$ cat config.mk
export PLATFORM = sky130hd
export DESIGN_NAME = wt_mult
export DESIGN_NICKNAME = d
export VERILOG_FILES = /design/src/rtl/wt_pkg.sv /design/src/rtl/fa_cell.sv /design/src/rtl/ha_cell.sv /design/src/rtl/csa_row.sv /design/src/rtl/csa_layers.sv /design/src/rtl/cpa_ripple.sv /design/src/rtl/wt_mult.sv
export SDC_FILE = /design/constraint.sdc
export NUM_CORES = 1
export LEC_CHECK = 0
export ABC_AREA = 1
export ABC_CLOCK_PERIOD_IN_PS = 12650
export CAP_MARGIN = 15
export CORE_MARGIN = 10
export CORE_UTILIZATION = 42
export CTS_CLUSTER_DIAMETER = 120
export DETAILED_ROUTE_END_ITERATION = 12
export SLEW_MARGIN = 40
export SYNTH_ARGS = -nofsm -noshare
export SYNTH_HDL_FRONTEND = slang
export SYNTH_HIERARCHICAL = 1
export SYNTH_SLANG_ARGS = --single-unit
export TNS_END_PERCENT = 5
$ cat constraint.sdc
create_clock -name clk -period 12.65 [get_ports clk]
set_clock_uncertainty 0.05 [all_clocks]
set_input_delay 2.53 -clock clk [delete_from_list [all_inputs] [get_ports clk]]
set_output_delay 2.53 -clock clk [all_outputs]
set_load 0.05 [all_outputs]
$ cat src/rtl/wt_pkg.sv
// Package wt_pkg
// Purpose : constant functions that size the carry-save reduction.
// Assumes : row counts are small positive integers known at elaboration.
package wt_pkg;

    // Row count after one 3:2 layer: each full group of three rows becomes two.
    function automatic int rows_next(input int n);
        return n - (n / 3);
    endfunction

    // Row count after k layers, starting from n rows.
    function automatic int rows_after(input int n, input int k);
        int r;
        r = n;
        for (int i = 0; i < k; i++) r = rows_next(r);
        return r;
    endfunction

    // Number of layers needed to bring n rows down to two.
    function automatic int layers_to_two(input int n);
        int r;
        int c;
        r = n;
        c = 0;
        while (r > 2) begin
            r = rows_next(r);
            c++;
        end
        return c;
    endfunction

endpackage

$ cat src/rtl/fa_cell.sv
// Module fa_cell
// Purpose : one-bit full adder (3:2 compressor).
// Assumes : purely combinational; carry goes to the next higher column.
module fa_cell (
    input  logic a,
    input  logic b,
    input  logic ci,
    output logic s,
    output logic co
);
    logic axb;

    // Sum and majority carry.
    always_comb begin
        axb = a ^ b;
        s   = axb ^ ci;
        co  = (a & b) | (ci & axb);
    end
endmodule

$ cat src/rtl/ha_cell.sv
// Module ha_cell
// Purpose : one-bit half adder, used at the bottom of the ripple adder.
// Assumes : purely combinational.
module ha_cell (
    input  logic a,
    input  logic b,
    output logic s,
    output logic co
);
    // Sum and carry of two bits.
    always_comb begin
        s  = a ^ b;
        co = a & b;
    end
endmodule

$ cat src/rtl/csa_row.sv
// Module csa_row
// Purpose : compresses three PW-bit rows into a sum row and a carry row.
//           Each column uses one full adder, and its carry moves to the
//           next column only.
// Assumes : arithmetic is modulo 2^PW; a carry out of the top column is
//           dropped (the operands never produce one).
module csa_row #(
    parameter int PW = 17
) (
    input  logic [PW-1:0] x,
    input  logic [PW-1:0] y,
    input  logic [PW-1:0] z,
    output logic [PW-1:0] s,
    output logic [PW-1:0] c
);
    logic [PW-2:0] co;

    genvar k;
    generate
        for (k = 0; k < PW - 1; k++) begin : g_col
            fa_cell u_fa (
                .a  (x[k]),
                .b  (y[k]),
                .ci (z[k]),
                .s  (s[k]),
                .co (co[k])
            );
        end
    endgenerate

    // Top column: sum bit only, since its carry leaves the word.
    assign s[PW-1] = x[PW-1] ^ y[PW-1] ^ z[PW-1];
    // Carry row is the column carries moved up by one weight.
    assign c = {co, 1'b0};
endmodule

$ cat src/rtl/csa_layers.sv
// Module csa_layers
// Purpose : NL consecutive layers of 3:2 compression.
//           Rows are taken in groups of three from the top of the stack;
//           rows left over pass through unchanged.
// Assumes : NOUT equals wt_pkg::rows_after(NIN, NL); unused row slots
//           are held at zero.
module csa_layers #(
    parameter int PW   = 17,
    parameter int NIN  = 8,
    parameter int NL   = 2,
    parameter int NOUT = 4
) (
    input  logic [NIN-1:0][PW-1:0]  rows_i,
    output logic [NOUT-1:0][PW-1:0] rows_o
);
    logic [NIN-1:0][PW-1:0] lvl [0:NL];

    assign lvl[0] = rows_i;

    genvar l, g, r;
    generate
        for (l = 0; l < NL; l++) begin : g_lay
            localparam int CUR = wt_pkg::rows_after(NIN, l);
            localparam int GRP = CUR / 3;
            localparam int NXT = CUR - GRP;
            for (g = 0; g < GRP; g++) begin : g_grp
                csa_row #(.PW(PW)) u_csa (
                    .x (lvl[l][3*g]),
                    .y (lvl[l][3*g+1]),
                    .z (lvl[l][3*g+2]),
                    .s (lvl[l+1][2*g]),
                    .c (lvl[l+1][2*g+1])
                );
            end
            for (r = 2 * GRP; r < NIN; r++) begin : g_pass
                if (r < NXT) begin : g_fwd
                    assign lvl[l+1][r] = lvl[l][r+GRP];
                end else begin : g_zero
                    assign lvl[l+1][r] = '0;
                end
            end
        end
    endgenerate

    assign rows_o = lvl[NL][NOUT-1:0];
endmodule

$ cat src/rtl/cpa_ripple.sv
// Module cpa_ripple
// Purpose : final carry-propagate adder joining the last two rows.
//           This is the only full-width carry chain in the multiplier.
// Assumes : result is modulo 2^PW; PW >= 3.
module cpa_ripple #(
    parameter int PW = 17
) (
    input  logic [PW-1:0] a,
    input  logic [PW-1:0] b,
    output logic [PW-1:0] sum
);
    logic [PW-1:1] cy;

    ha_cell u_ha0 (
        .a  (a[0]),
        .b  (b[0]),
        .s  (sum[0]),
        .co (cy[1])
    );

    genvar k;
    generate
        for (k = 1; k < PW - 1; k++) begin : g_bit
            fa_cell u_fa (
                .a  (a[k]),
                .b  (b[k]),
                .ci (cy[k]),
                .s  (sum[k]),
                .co (cy[k+1])
            );
        end
    endgenerate

    // Top bit: sum only.
    assign sum[PW-1] = a[PW-1] ^ b[PW-1] ^ cy[PW-1];
endmodule

$ cat src/rtl/wt_mult.sv
// Module wt_mult
// Purpose : unsigned W x W multiplier with a three-stage pipeline.
//           Stage 1 builds the partial-product rows and runs the first
//           compressor layers, stage 2 finishes compression to two rows,
//           and stage 3 is the carry-propagate add. One pair per clock.
// Assumes : synchronous active-low reset clears only the valid flags;
//           data registers load freely and are qualified by valid.
module wt_mult #(
    parameter int W = 8
) (
    input  logic            clk,
    input  logic            rst_n,
    input  logic            in_vld,
    input  logic [W-1:0]    opnd_a,
    input  logic [W-1:0]    opnd_b,
    output logic            res_vld,
    output logic [2*W:0]    res_prod
);
    localparam int PW     = 2 * W + 1;
    localparam int NL_ALL = wt_pkg::layers_to_two(W);
    localparam int NL1    = (NL_ALL + 1) / 2;
    localparam int NL2    = NL_ALL - NL1;
    localparam int R1     = wt_pkg::rows_after(W, NL1);
    localparam logic [PW-1:0] PMAX = PW'(((2 ** W) - 1) * ((2 ** W) - 1));

    logic [W-1:0][PW-1:0]  pp;
    logic [R1-1:0][PW-1:0] l1_rows;
    logic [R1-1:0][PW-1:0] s1_rows;
    logic [1:0][PW-1:0]    l2_rows;
    logic [1:0][PW-1:0]    s2_rows;
    logic [PW-1:0]         cpa_sum;
    logic                  v1, v2;

    // Partial-product rows: A gated by bit i of B, moved up i places.
    genvar i;
    generate
        for (i = 0; i < W; i++) begin : g_pp
            assign pp[i] = PW'(opnd_a & {W{opnd_b[i]}}) << i;
        end
    endgenerate

    csa_layers #(.PW(PW), .NIN(W), .NL(NL1), .NOUT(R1)) u_lay1 (
        .rows_i (pp),
        .rows_o (l1_rows)
    );

    csa_layers #(.PW(PW), .NIN(R1), .NL(NL2), .NOUT(2)) u_lay2 (
        .rows_i (s1_rows),
        .rows_o (l2_rows)
    );

    cpa_ripple #(.PW(PW)) u_cpa (
        .a   (s2_rows[0]),
        .b   (s2_rows[1]),
        .sum (cpa_sum)
    );

    // Data pipeline registers, unreset and qualified by the valid flags.
    always_ff @(posedge clk) begin
        s1_rows  <= l1_rows;
        s2_rows  <= l2_rows;
        res_prod <= cpa_sum;
    end

    // Valid flags travel with the data; reset empties the pipe.
    always_ff @(posedge clk) begin
        if (!rst_n) begin
            v1      <= 1'b0;
            v2      <= 1'b0;
            res_vld <= 1'b0;
        end else begin
            v1      <= in_vld;
            v2      <= v1;
            res_vld <= v2;
        end
    end

    // ---------------- assertions ----------------
    logic [1:0] since_rst;

    // Counts edges since reset so the latency check only looks back over cycles after reset.
    always_ff @(posedge clk) begin
        if (!rst_n)                since_rst <= 2'd0;
        else if (since_rst != 2'd3) since_rst <= since_rst + 2'd1;
    end

    function automatic logic [PW-1:0] sum_s1(input logic [R1-1:0][PW-1:0] r);
        logic [PW-1:0] acc;
        acc = '0;
        for (int k = 0; k < R1; k++) acc = acc + r[k];
        return acc;
    endfunction


    prod_range_chk: assert property (@(posedge clk) disable iff (!rst_n)
        res_vld |-> (res_prod <= PMAX));

    guard_zero_chk: assert property (@(posedge clk) disable iff (!rst_n)
        res_vld |-> !res_prod[PW-1]);

    latency_chk: assert property (@(posedge clk) disable iff (!rst_n)
        (since_rst == 2'd3) |-> (res_vld == $past(in_vld, 3)));

    reset_clear_chk: assert property (@(posedge clk)
        !rst_n |=> (!res_vld && !v1 && !v2));

    stage1_value_chk: assert property (@(posedge clk) disable iff (!rst_n)
        v1 |-> (sum_s1(s1_rows) == $past(PW'(opnd_a) * PW'(opnd_b))));

    stage2_value_chk: assert property (@(posedge clk) disable iff (!rst_n)
        v2 |-> ((s2_rows[0] + s2_rows[1]) == $past(sum_s1(s1_rows))));

    cpa_value_chk: assert property (@(posedge clk) disable iff (!rst_n)
        res_vld |-> (res_prod == $past(s2_rows[0] + s2_rows[1])));
endmodule

# After elaboration in Yosys (flattened, before gate mapping)
# Cells that the tools add are included.
dict set report totals {
  output_inout_bits 18
  elab_cells 437
  regBits 102
}
dict set report classes {
  bitwise 427
}
# operator n
set ops {}
lappend ops {{$xor A1 B1 Y1} 147}
lappend ops {{$and A1 B1 Y1} 139}
lappend ops {{$or A1 B1 Y1} 77}
lappend ops {{$and A8 B8 Y8} 8}
lappend ops {{$xor A1 B1 Y1 const B} 16}
lappend ops {{$xor A1 B1 Y1 const AB} 13}
lappend ops {{$and A1 B1 Y1 const A} 12}
lappend ops {{$and A1 B1 Y1 const AB} 11}
lappend ops {{$and A1 B1 Y1 const B} 2}
lappend ops {{$xor A1 B1 Y1 const A} 2}

# Depth between registers and ports, before layout
# Gate-level depths: netlist of run 1.
dict set report depth {
  depth_word 22
  ltp_mapped 19
  mapped_depth_nobuf 19
}

# Modules after synthesis
# Netlist of run 1, hierarchy kept.
# module cells_per_inst n_inst area_per_inst_um2
set by_module_without_submodules {}
lappend by_module_without_submodules {wt_mult 273 1 3029.2}
lappend by_module_without_submodules {fa_cell 1 111 20.0}
lappend by_module_without_submodules {csa_row 11 6 46.3}
lappend by_module_without_submodules {cpa_ripple 9 1 35.0}
lappend by_module_without_submodules {ha_cell 1 1 12.5}

# Worst setup path after synthesis of run 1
# No wires, ideal clock.
dict set report synth_timing {
  path_type {flip-flop to flip-flop}
  from {register, netlist name s2_rows[0]}
  to {register res_prod[16]}
  setup_slack_ns 6.201
  setup_time_ns 0.112
  path_stages_with_launch 19
  required_ns 12.488
  synth_period_minus_slack_ns 6.449
  n_path_buf 0
  arrival_ns 6.287
  cell_sequence {dfxtp_1 -> ha_1 -> fa_1 -> fa_1 -> fa_1 -> fa_1 -> fa_1 -> fa_1 -> fa_1 -> fa_1 -> fa_1 -> fa_1 -> fa_1 -> fa_1 -> fa_1 -> fa_1 -> fa_1 -> nand3_1 -> nand2_1}
}
# item line
set synth_rtl {}
lappend synth_rtl {{end signal, assigned} wt_mult.sv:62} ;# res_prod <= cpa_sum;
lappend synth_rtl {{end, declared} wt_mult.sv:17} ;# output logic [2*W:0] res_prod

==> results.ini, run 1 <==
[clocking]
cts.repair.resized=0
cts_setup_buffers=0
clk_root_buffer_cell=clkbuf_16
cts_hold_buffers=0
cts_tree=done
clkSinkCount=122
cts_buffers=17
path_clk_slew_ns=0.05
clock_latency_ns=0.41
htree_levels=4
clockBufferDepth=2

[finish]
drive_gt1_share_pct=5.47
syn_to_final_growth_pct=23.6
final_util_pct=52.5
fin_cells=761
antennaDiodeCount=0
fin_nets=703

[timing]
worstMarginPinSlew_ns=0.511
fin_tns_setup_ns=0
slew_headroom_pct=65.8
rsz0062_at_grt=false
fmax_mhz=148
report.final.slew_viol_count=0
finalHoldViolCount=0
finalSetupViolCount=0
finalCriticalPeriod_ns=6.75
final.period_utilization_pct=53.4

[synthesis]
ys_seq_elements=122
async_flop_share_pct=0
yosysUniqueCellTypes=9
synth_edf_count=0
syn_inst=460
yosysMostFrequentCell=dfxtp_1
netlist_area_mm2=0.00558
ys_warn_count=6
synth.avg_cell_area_um2=12.1
ys_seq_area_share_pct=43.8
synth_common_cells=122 x dfxtp_1, 111 x fa_1, 102 x nand2_1
synth.area.top_cells=dfxtp_1 44%, fa_1 40%, nand2_1 6.9%
synth_area_leader_cell=dfxtp_1
synth_ff_type=dfxtp_1
synth_top_area_share_pct=43.8

[grt]
grt_pass1_vias=3241
grt_start_max_net_pins=17
grt_usage_pct=10.7
overflow=0
grt_pass1_wl_um=14900
grt_antenna_before_repair=0

[die]
die_h_um=135
rows=42
initial_core_util_pct=42.4
ios=37
die_area_mm2=0.0183
fp.dieW_um=135
core-area_mm2=0.0131

[critical_path]
worstSetupStartpointType=register
critPathMaxFanout=2
cp.arrival_ns=7.01
crit_type=reg -> reg
cp-end-kind=register
crit_required_ns=12.91
r2r_setup_slack_ns=5.90

[detailed_routing]
wire_per_inst_um=10.8
vias=2941
vias_per_cell=3.86
drt-initial-drc-count=93
wirelength_um=8220
ant_nets=0
drc=0
drt-pass1-iter-count=4

[power]
p_switching_uw=505
power_uw=1490
clockPowerShare_pct=30.2
p_comb_share_pct=30.7
p_per_area_mw_per_mm2=217
swShare_pct=33.8
leakage_uw=0.00356
p_int_uw=988
peakVddDrop_mv=0.0911
p_seq_share_pct=39.1

[placed_design]
io_buffers=36
dpl.hpwl_um=6630
finalWeightedCongestion=0.788
placedCellCount=729

[status]
outcome=finished, final reports clean

[run]
max_cap_viol_count=0

[min_path]
min_path_type=reg -> reg

power by group through the flow:
stage | Sequential (µW) | Clock, µW | Combinational (µW)
2_1_floorplan | 689 | 0 | 220
3_3_place_gp | 591 | 0 | 459
3_5_place_dp | 596 | 0 | 469
4_1_cts | 588 | 465 | 474
5_1_grt | 603 | 482 | 535
6_report | 584 | 451 | 458
area by class of cell:
class | instances | area [µm²]
inverters | 88 | 330
well taps | 176 | 220
multi-input cells | 307 | 2980
flip-flops and latches | 122 | 2440
repair buffers | 36 | 360
clock inverters | 15 | 141
fillers | 1162 | 6240
clock buffers | 17 | 425
cell families (layout without fill, tap and decap cells):
group	after synthesis	in the layout	synth area share (%)
flip-flops	122	122	43.8
adder cells (fa/ha/maj)	112	112	40.1
other	7	86	0.471
buffers and inverters	110	156	8.17
AND/OR/NAND/NOR	109	109	7.49
metal layers:
metal,GRT usage (%),vias to the layer above,wire length (µm)
li1,-,1428,-
met1,11.6,1447,3230
met2,16.8,48,4120
met3,5.42,18,677
met4,5.56,0,199
met5,0,-,0
flip-flops by register name, summed over array words and instances, names as in the netlist:
register  cells
res_vld       1
s1_rows      68
s2_rows      34
res_prod     17
v2            1
v1            1
through the flow:
stage               hold WS, ns  instance area (µm²)  worst slack, ns
floorplan                 0.336                 5870             6.20
global placement          0.344                 6330             5.90
detailed placement        0.353                 6330             5.82
CTS                       0.367                 6900             5.80
global route              0.384                 6900             5.68
finish                    0.362                 6900             5.90
worst max-delay path: stages, from the launching register on:
cell     delay (ns)
dfxtp_1        0.30
ha_1           0.20
fa_1           0.38
fa_1           0.38
fa_1           0.38
fa_1           0.39
fa_1           0.39
fa_1           0.43
fa_1           0.40
fa_1           0.39
fa_1           0.40
fa_1           0.40
fa_1           0.40
fa_1           0.39
fa_1           0.42
fa_1           0.41
fa_1           0.39
nand3_1        0.09
nand2_1        0.05
placed cells by master, fill, tap and decap left out:
master,n
bufinv_16,1
clkbuf_16,17
clkdlybuf4s50_1,36
clkinv_2,2
clkinv_4,4
clkinvlp_4,3
conb_1,86
dfxtp_1,122
fa_1,111
ha_1,1
inv_1,88
inv_6,5
nand2_1,102
nand3_1,7
final timing paths:
kind,startpoint,endpoint,cells after the start
max,s2_rows[0],res_prod[16],18
min,v2,res_vld,2
max reg2reg,s2_rows[0],res_prod[16],18
min reg2reg,v2,res_vld,2
Power figures use the tool's default switching activity.
==> run 2, diff against run 1 <==
--- a/config.mk
+++ b/config.mk
@@ -6,7 +6,7 @@
 export NUM_CORES = 1
 export LEC_CHECK = 0
 export ABC_AREA = 1
-export ABC_CLOCK_PERIOD_IN_PS = 12650
+export ABC_CLOCK_PERIOD_IN_PS = 6900
 export CAP_MARGIN = 15
 export CORE_MARGIN = 10
 export CORE_UTILIZATION = 42
==> constraint.sdc (replaced) <==
create_clock -name clk -period 6.9 [get_ports clk]
set_clock_uncertainty 0.05 [all_clocks]
set_input_delay 1.38 -clock clk [delete_from_list [all_inputs] [get_ports clk]]
set_output_delay 1.38 -clock clk [all_outputs]
set_load 0.05 [all_outputs]
==> run 2 against run 1 <==
  * Cell area is 0.38% higher
  * Total power grew 87%
  * Flip-flop and latch count stayed put
  * Non-clock buffer count stayed put
  * Sequential share of layout area down 0.13 points
  * First-iteration DRC count rose by 18%
  * Combinational power grew 84%
  * Setup slack worse by 5.7 ns
  * Die area unchanged
  * Largest power group unchanged
  * Highest routed layer unchanged
==> results.ini, run 2 (synthesis results as in run 1) <==
[timing]
worstMarginPinSlew_ns=0.509
slew_headroom_pct=66.0
fin_tns_setup_ns=0
finalHoldViolCount=0
rsz0062_at_grt=false
fmax_mhz=150
finalSetupViolCount=0
report.final.slew_viol_count=0
holdWs_ns=0.360
finalCriticalPeriod_ns=6.69
final.period_utilization_pct=96.9

[detailed_routing]
wire_per_inst_um=11.0
drc=0
ant_nets=0
drt-pass1-iter-count=5
route.met2.wl_um=4290
m1WireLength_um=3300
vias=2923
wirelength_um=8370
wl_met3_um=633
vias_per_cell=3.84
drt-initial-drc-count=110
routed.top_layer=met4

[finish]
antennaDiodeCount=0
largest_register=s1_rows
reg_top3=s1_rows: 68 flops, s2_rows: 34 flops, res_prod: 17 flops
syn_to_final_growth_pct=24.1
final_cell_mix=122 x dfxtp_1, 110 x fa_1, 102 x nand2_1, 88 x inv_1, 86 x conb_1
largest_reg_flops=68
fillers=1171
final_common_cell=dfxtp_1
fin_nets=703
drive_gt1_share_pct=5.64

[critical_path]
cp_num_buf_inv=0
r2r-start=s2_rows[0]
cp.depth=18
critical_path.cell_chain=ha_1 > fa_1 > fa_1 > fa_1 > fa_1 > fa_1 > fa_2 > fa_1 > fa_1 > fa_1 > fa_1 > fa_1 > fa_1 > fa_1 > fa_1 > fa_1 > nand3_1 > nand2_1
critPathMaxFanout=2
critPathLaunch=s2_rows[0]
slowest_delay_ns=0.42
crit_path_end=res_prod[16]
worstSetupStartpointType=register
crit_required_ns=7.16
reg2reg_depth=18
critPathTopFamily=adder cells
cp.arrival_ns=6.95
crit_type=reg -> reg
crit_top_cell=fa_1
cp-end-kind=register
r2r_setup_slack_ns=0.21
slowest_stage=fa_1
r2r-end=res_prod[16]

[clocking]
clkSinkCount=122
clk_root_buffer_cell=clkbuf_16
cts_buffers=17
cts_tree=done
cts_setup_buffers=0
clock_latency_ns=0.42
path_clk_slew_ns=0.06
clockBufferDepth=2
htree_levels=4

[grt]
grt_start_max_net_pins=17
grt_usage_pct=10.8
grt_antenna_before_repair=0
overflow=0
grt_pass1_wl_um=15100
grt_pass1_vias=3320

[power]
peakVddDrop_mv=0.156
p_per_area_mw_per_mm2=402
leakage_uw=0.00357

[die]
die_h_um=135
die_area_mm2=0.0183
initial_core_util_pct=42.4
core-area_mm2=0.0131
ios=37
fp.dieW_um=135
rows=42

[min_path]
hp-start=v2
min_path_type=reg -> reg

[placed_design]
dpl.hpwl_um=6840
io_buffers=36
finalWeightedCongestion=0.770

[status]
outcome=finished, final reports clean

[run]
max_cap_viol_count=0

[run 2: metal layers]
metal  track usage, %  vias up
li1                 -     1424
met1             11.5     1438
met2             17.3       51
met3             5.04       10
met4             6.10        0
met5                0        -
[run 2: stage by stage]
step                total power, µW  setup WS, ns  utilization [%]  cell area [µm²]  instances
finish                         2780         0.212             52.7             6920        761
global route                   3000        0.0117             52.7             6920        761
CTS                            2840        0.0634             52.7             6920        761
detailed placement             1960        0.0977             48.2             6330        729
global placement               1930         0.149             48.2             6330        729
floorplan                      1670         0.451                -             5870        539
[run 2: power by group]
group          switching [µW]  internal [µW]  total, µW
sequential                110            963       1070
combinational             492            353        845
clock                     330            536        867
[run 2: worst min-delay path by stage]
stage	endpoint	cells past startpoint	slack (ns)
global placement	v2	2	0.34
detailed placement	res_vld	2	0.35
CTS	res_vld	2	0.36
finish	res_vld	2	0.36
global route	v2	2	0.39
floorplan	v2	2	0.34
[run 2: worst register-to-register path, stage by stage (launching register included)]
cell and delay [ns]:
dfxtp_1 0.30, ha_1 0.20, fa_1 0.37, fa_1 0.38, fa_1 0.38, fa_1 0.39, fa_1 0.40, fa_2 0.37
fa_1 0.40, fa_1 0.39, fa_1 0.40, fa_1 0.40, fa_1 0.40, fa_1 0.39, fa_1 0.42, fa_1 0.39
fa_1 0.39, nand3_1 0.10, nand2_1 0.06
[run 2: layout make-up]
cell class,instances,area [µm²],share of cell area (%)
clock inverter,15,165,2.39
sequential,122,2440,35.3
inverter,88,330,4.77
clock buffer,17,425,6.15
multi-input combinational,307,2980,43.0
tap,176,220,3.18
timing repair buffer,36,360,5.21
[run 2: repair_timing]
item / CTS / global route
setup endpoints to repair: 0 / 1
hold buffers: 0 / 0
resized for setup: 0 / 1
endpoints found under the hold margin: 0 / 0
